File: src/rtl/lbirq_pkg.sv
package lbirq_pkg;

    // State of the combined request output
    typedef enum logic [0:0] {
        IRQ_QUIET  = 1'b0,
        IRQ_RAISED = 1'b1
    } irq_state_e;

    // Byte-enable pattern that marks a full 16-bit access
    localparam logic [1:0] BE_FULL = 2'b11;

endpackage

File: src/rtl/lbirq_src_reg.sv
module lbirq_src_reg #(
    parameter int unsigned N_SRC = 16
) (
    input  logic             clk,
    input  logic             rst_n,
    input  logic [N_SRC-1:0] lvl_i,
    output logic [N_SRC-1:0] src_o
);

    always_ff @(posedge clk or negedge rst_n) begin
        if (!rst_n) src_o <= '0;
        else        src_o <= lvl_i;
    end


    src_follow_chk: assert property (@(posedge clk) disable iff (!rst_n)
        $past(rst_n) |-> src_o == $past(lvl_i));

endmodule

File: src/rtl/lbirq_mask_reg.sv
module lbirq_mask_reg #(
    parameter int unsigned      N_SRC    = 16,
    parameter logic [N_SRC-1:0] MASK_RST = 16'h0010
) (
    input  logic             clk,
    input  logic             rst_n,
    input  logic             wr_hit_i,
    input  logic [N_SRC-1:0] wdata_i,
    output logic [N_SRC-1:0] mask_o,
    output logic [N_SRC-1:0] mask_nx_o
);

    always_comb begin
        mask_nx_o = wr_hit_i ? wdata_i : mask_o;
    end

    always_ff @(posedge clk or negedge rst_n) begin
        if (!rst_n) mask_o <= MASK_RST;
        else        mask_o <= mask_nx_o;
    end


    mask_load_chk: assert property (@(posedge clk) disable iff (!rst_n)
        ($past(rst_n) && $past(wr_hit_i)) |-> mask_o == $past(wdata_i));


    mask_hold_chk: assert property (@(posedge clk) disable iff (!rst_n)
        !$past(wr_hit_i) |-> $stable(mask_o));

endmodule

File: src/rtl/lbirq_prio_enc.sv
module lbirq_prio_enc #(
    parameter int unsigned N_SRC  = 16,
    parameter int unsigned DATA_W = 16,
    parameter int unsigned SHIFT  = 2
) (
    input  logic              clk,
    input  logic              rst_n,
    input  logic [N_SRC-1:0]  pend_i,
    output logic              any_o,
    output logic [DATA_W-1:0] vec_o
);

    localparam int unsigned IDX_W = (N_SRC > 1) ? $clog2(N_SRC) : 1;

    logic [N_SRC:0]   seen;
    logic [N_SRC-1:0] first_oh;
    logic [IDX_W-1:0] idx;
    logic [DATA_W-1:0] num;

    assign seen[0] = 1'b0;

    // Prefix-OR chain: a bit wins only if no lower bit is pending
    generate
        for (genvar g = 0; g < N_SRC; g++) begin : g_chain
            assign seen[g+1]   = seen[g] | pend_i[g];
            assign first_oh[g] = pend_i[g] & ~seen[g];
        end
    endgenerate

    always_comb begin
        idx = '0;
        for (int k = 0; k < N_SRC; k++) begin
            if (first_oh[k]) idx = idx | IDX_W'(k);
        end
    end

    always_comb begin
        any_o = seen[N_SRC];
        num   = DATA_W'(idx) + DATA_W'(1);
        vec_o = any_o ? (num << SHIFT) : '0;
    end


    first_onehot_chk: assert property (@(posedge clk) disable iff (!rst_n)
        $onehot0(first_oh));


    winner_pending_chk: assert property (@(posedge clk) disable iff (!rst_n)
        any_o |-> pend_i[idx]);


    nothing_lower_chk: assert property (@(posedge clk) disable iff (!rst_n)
        any_o |-> (pend_i & ((N_SRC'(1) << idx) - N_SRC'(1))) == '0);

endmodule

File: src/rtl/lbirq_out_fsm.sv
module lbirq_out_fsm
    import lbirq_pkg::*;
(
    input  logic clk,
    input  logic rst_n,
    input  logic raise_i,
    output logic irq_o
);

    irq_state_e state_q, state_d;

    // State register
    always_ff @(posedge clk or negedge rst_n) begin
        if (!rst_n) state_q <= IRQ_QUIET;
        else        state_q <= state_d;
    end

    // Transitions: RAISE and DROP
    always_comb begin
        state_d = state_q;
        unique case (state_q)
            IRQ_QUIET:  if (raise_i)  state_d = IRQ_RAISED;
            IRQ_RAISED: if (!raise_i) state_d = IRQ_QUIET;
        endcase
    end

    // Output
    always_comb begin
        irq_o = (state_q == IRQ_RAISED);
    end


    irq_latency_chk: assert property (@(posedge clk) disable iff (!rst_n)
        $past(rst_n) |-> irq_o == $past(raise_i));

endmodule

File: src/rtl/lbirq_top.sv
module lbirq_top
    import lbirq_pkg::*;
#(
    parameter int unsigned      N_SRC    = 16,
    parameter int unsigned      ADDR_W   = 12,
    parameter int unsigned      DATA_W   = 16,
    parameter int unsigned      SHIFT    = 2,
    parameter logic [N_SRC-1:0] MASK_RST = 16'h0010
) (
    input  logic              clk,
    input  logic              rst_n,
    input  logic [N_SRC-1:0]  irq_in,
    input  logic [ADDR_W-1:0] bus_addr,
    input  logic              bus_wr,
    input  logic              bus_rd,
    input  logic [1:0]        bus_be,
    input  logic [DATA_W-1:0] bus_wdata,
    output logic [DATA_W-1:0] bus_rdata,
    output logic              irq_o
);

    localparam logic [ADDR_W-1:0] VEC_OFF  = ADDR_W'(0);
    localparam logic [ADDR_W-1:0] MASK_OFF = ADDR_W'(2);

    logic              acc_ok;
    logic              mask_wr;
    logic [N_SRC-1:0]  src_q;
    logic [N_SRC-1:0]  mask_q;
    logic [N_SRC-1:0]  mask_nx;
    logic              pend_any;
    logic [DATA_W-1:0] vec;
    logic              raise_nx;

    always_comb begin
        acc_ok  = (bus_be == BE_FULL);
        mask_wr = bus_wr && acc_ok && (bus_addr == MASK_OFF);
    end

    lbirq_src_reg #(.N_SRC(N_SRC)) u_src (
        .clk   (clk),
        .rst_n (rst_n),
        .lvl_i (irq_in),
        .src_o (src_q)
    );

    lbirq_mask_reg #(.N_SRC(N_SRC), .MASK_RST(MASK_RST)) u_mask (
        .clk       (clk),
        .rst_n     (rst_n),
        .wr_hit_i  (mask_wr),
        .wdata_i   (bus_wdata[N_SRC-1:0]),
        .mask_o    (mask_q),
        .mask_nx_o (mask_nx)
    );

    lbirq_prio_enc #(.N_SRC(N_SRC), .DATA_W(DATA_W), .SHIFT(SHIFT)) u_enc (
        .clk    (clk),
        .rst_n  (rst_n),
        .pend_i (src_q & mask_q),
        .any_o  (pend_any),
        .vec_o  (vec)
    );

    // Pending set that will hold after the coming edge
    always_comb begin
        raise_nx = |(irq_in & mask_nx);
    end

    lbirq_out_fsm u_fsm (
        .clk     (clk),
        .rst_n   (rst_n),
        .raise_i (raise_nx),
        .irq_o   (irq_o)
    );

    always_comb begin
        bus_rdata = '0;
        if (bus_rd && acc_ok) begin
            unique case (bus_addr)
                VEC_OFF:  bus_rdata = vec;
                MASK_OFF: bus_rdata = DATA_W'(mask_q);
                default:  bus_rdata = '0;
            endcase
        end
    end


    irq_match_chk: assert property (@(posedge clk) disable iff (!rst_n)
        irq_o == pend_any);


    partial_wr_chk: assert property (@(posedge clk) disable iff (!rst_n)
        (bus_wr && bus_be != BE_FULL) |=> $stable(mask_q));

endmodule

File: config.mk
export PLATFORM = sky130hd
export DESIGN_NAME = lbirq_top
export DESIGN_NICKNAME = d
export VERILOG_FILES = /design/src/rtl/lbirq_pkg.sv /design/src/rtl/lbirq_src_reg.sv /design/src/rtl/lbirq_mask_reg.sv /design/src/rtl/lbirq_prio_enc.sv /design/src/rtl/lbirq_out_fsm.sv /design/src/rtl/lbirq_top.sv
export SDC_FILE = /design/constraint.sdc
export NUM_CORES = 1
export LEC_CHECK = 0
export BUFFER_PORTS_ARGS = -buffer_cell sky130_fd_sc_hd__buf_4
export CAP_MARGIN = 0
export CORE_ASPECT_RATIO = 0.75
export CORE_MARGIN = 3
export CORE_UTILIZATION = 52
export CTS_BUF_LIST = sky130_fd_sc_hd__clkbuf_16
export DETAILED_ROUTE_END_ITERATION = 6
export MAX_ROUTING_LAYER = met4
export PLACE_DENSITY = 0.85
export SLEW_MARGIN = 10
export SYNTH_ARGS = -nofsm -noshare
export SYNTH_HDL_FRONTEND = slang
export SYNTH_SLANG_ARGS = --single-unit
File: constraint.sdc
create_clock -name clk -period 4.5 [get_ports clk]
set_clock_uncertainty 0.1 [all_clocks]
set_input_delay 0.9 -clock clk [delete_from_list [all_inputs] [get_ports clk]]
set_output_delay 0.9 -clock clk [all_outputs]
set_load 0.005 [all_outputs]
==> metrics.md <==
| Metric | Value |
|---|---|
| Status | `finished clean` |
| Cells on worst reg2reg path | `4` |
| Post-synthesis average cell area | `between 10 and 15 um^2` |
| Fin Setup TNS | `0 ns` |
| Layout Area Growth over Synthesis | `40.40%` |
| Adder-cell share of the synthesized area | `less than 1%` |
| Synth Area in XOR/XNOR | `less than 1%` |
| Crit path capture type | `output pin` |
| Vias in the first global route | `roughly 1,600` |
| Largest family of logic cells by synthesized area | `simple AND/OR/NAND/NOR gates` |
| Core area | `a little over 0.003 mm^2` |
| Fmax | `276.9 MHz` |
| Yosys warns | `0` |
| Crit path max fanout | `5` |
| CP Launch Type | `flop` |
| First-pass GRT wire length | `approximately 8 mm` |
| CTS root buf | `clkbuf_16` |
| Endpoints failing hold | `0` |
| Initial core utilization | `a little under three fifths` |
| I/O pin count | `67` |
| Htree depth | `2` |
| Ys async rst share | `100.0%` |
| Layout cell share with drive strength beyond 1 | `between 40% and 50%` |
| Final Cycle Share | `between 80% and 90%` |
| Routed WL per cell | `between 15 and 20 um` |
| Post-route cell area | `~0.0024 mm^2` |
| Number of setup buffers added after CTS | `0` |
| Die area | `0.003986 mm^2` |
| Hold buffers post-CTS | `0` |
| # nets final | `approximately 270` |
| Post-synth EDFFs | `0` |
| HPWL Detailed | `about 3.6 mm` |
| CTS Buffer Depth | `2` |
| Initial antenna violation count | `0` |
| Slew margin rel. | `between 60 and 70%` |
| Pre-antenna DRT Iters | `5` |
| FF-to-FF Start | `u_mask.mask_o[10]$_DFF_PN0_` |
| Total wire length | `4.925 mm` |
| CP Data Arrival Time | `2.61 ns` |
| GPL Wtd Cong | `about 0.90` |
| LEAKAGE | `about 0.0012 uW` |
| DRC | `0` |
| Setup violators final | `0` |
| Worst setup path class | `flop to output pin` |
| Req. time, crit path | `3.50 ns` |
| Reg clk slew, reported paths | `~0.050 ns` |
| Hold Crit Class | `input port to asynchronous set/reset pin` |
| Die width | `71.91 um` |
| Antenna Cells | `0` |
| Final ANT Viol Nets | `0` |
| Multiplexer share of the synthesized area | `a little under an eighth` |
| Vias per cell | `6.194` |
| Placement Cell Area | `around 0.0022 mm^2` |
| Clk_lat worst skew | `approximately 0.28 ns` |
| Num Clock Sinks | `33` |
| Syn Nets | `between 150 and 200` |
| Die height | `roughly 55 um` |
| Fillers | `about 180` |
| RSZ-0062 raised after global routing | `no` |
| Simple logic cell fraction of the synthesized area | `roughly a fifth` |
| WHS | `0.4559 ns` |
| Post-synthesis compound-gate area fraction | `about 17%` |
| Post-Syn Instances | `145` |
| Reg2reg setup slack | `between 2 and 3 ns` |
| Worst-margin pin slew | `approximately 0.5 ns` |
| Clock period minus worst slack | `approximately 3.6 ns` |
| Largest net degree at the start of global routing | `34` |
| Cts repair resizes | `0` |
| #FFs+latches synth | `33` |
| Register area share after synthesis | `roughly half` |
| PortBufs | `66` |
| Reg2Reg Capture Point | `u_fsm.irq_o$_DFF_PN0_` |
| Maxcap violations | `0` |
| Fin. max-slew vios | `0` |
| CTS tree | `yes` |
| Cts bufs inserted | `5` |
| Dominant synthesized flop cell | `dfrtp_1` |
| Vias | `roughly 1,600` |
| Global Route Usage Sum | `27.49%` |
| Rows | `17` |
| Max VDD drop | `approximately 0.25 mV` |
| Number of DRC markers in iteration 0 | `approximately 160` |
| Synth cell types | `41` |
| Pwr Density | `slightly above 300 mW/mm^2` |
| Syn Std Cell Area | `between 0.0015 and 0.002 mm^2` |
| GRT overflow | `0` |
-- cell usage in the layout (no fill, tap or decap), types with 5 or more instances in the layout --
cell,Yosys,routed
buf_4,0,66
dfrtp_1,32,32
mux2_2,15,15
nand2_1,12,12
and3_1,11,11
a22oi_1,8,8
nand3_1,6,6
nor2_1,6,6
clkbuf_16,0,5
-- sequential cells by signal (all words and copies together), names as in the netlist --
signal and count:
u_src.src_o 16, u_mask.mask_o 16, u_fsm.irq_o 1
-- cell families (layout without fill, tap and decap cells) --
kind of cell             after synthesis  count (layout)
AND/OR/NAND/NOR                       51              51
AO/OA/AOI/OAI                         35              35
flip-flops                            33              33
multiplexers                          17              17
buffers and inverters                  7              77
adder cells (fa/ha/maj)                1               1
XOR/XNOR                               1               1
-- power by group --
part | total, uW | leakage (uW) | switching, uW | internal, uW
Combinational | 52.0 | 0.000690 | 21.7 | 30.4
Clock | 373 | 0.0000850 | 116 | 257
Sequential | 310 | 0.000420 | 5.41 | 305
Total | 736 | 0.00120 | 143 | 593
-- layer usage --
metal	routed length (um)	share of wire (%)	GRT usage, %	up-vias
li1	-	-	-	706
met1	1904	39	33.45	763
met2	2477	50	41.36	85
met3	426	8.6	10.55	13
met4	116	2.4	10.46	0
met5	0	0	-	-
-- critical path, stage by stage, from the launching register on --
cell	delay, ns
dfrtp_1	0.42
a222oi_1	0.49
nand2_1	0.20
o31ai_1	0.31
a211oi_1	0.17
inv_1	0.10
ha_1	0.18
xor2_1	0.16
a22oi_1	0.09
nor2_1	0.11
buf_4	0.11
-- how the worst max path moves through the flow --
stage | end | slack [ns] | startpoint
detailed placement | bus_rdata[6] | 1.11 | bus_addr[6]
CTS | bus_rdata[4] | 0.92 | u_mask.mask_o[9]$_DFF_PN0_
finish | bus_rdata[4] | 0.89 | u_mask.mask_o[9]$_DFF_PN0_
floorplan | bus_rdata[10] | 1.42 | bus_addr[6]
global route | bus_rdata[4] | 0.64 | u_mask.mask_o[9]$_DFF_PN0_
global placement | bus_rdata[5] | 1.27 | bus_addr[6]
-- area by class of cell --
type	count	area, um^2	area share [%]
Clock inverter	3	38.79	1.631
Multi-Input combinational cell	105	833.3	35.03
Tap cell	38	47.55	1.999
Inverter	3	11.26	0.4734
Timing Repair Buffer	66	495.5	20.83
Sequential cell	33	827.0	34.77
Clock buffer	5	125.1	5.260
-- per-stage QoR --
step,util (%),worst slack (ns),power (uW),std cells
floorplan,-,1.424,319.4,145
global placement,73.32,1.269,364.4,245
detailed placement,73.32,1.108,366.2,245
CTS,78.75,0.9198,739.8,253
global route,78.75,0.6385,760.6,253
finish,78.75,0.8889,735.8,253
-- cells in the mapped netlist, types with 2 or more instances --
cell,count,area (um^2)
a21oi_1,2,10.01
a222oi_1,4,40.04
a22o_1,3,26.28
a22oi_1,8,60.06
a22oi_2,3,37.54
a32oi_1,4,35.03
and2_1,2,12.51
and3_1,11,68.82
and4_1,2,17.52
clkbuf_1,3,11.26
dfrtp_1,32,800.8
inv_1,3,11.26
mux2_2,15,168.9
nand2_1,12,45.04
nand3_1,6,30.03
nand4_1,2,12.51
nor2_1,6,22.52
nor4_4,2,42.54
o21ai_0,2,10.01
o22ai_1,2,12.51
Note: power is estimated with default switching activity, not from simulation.
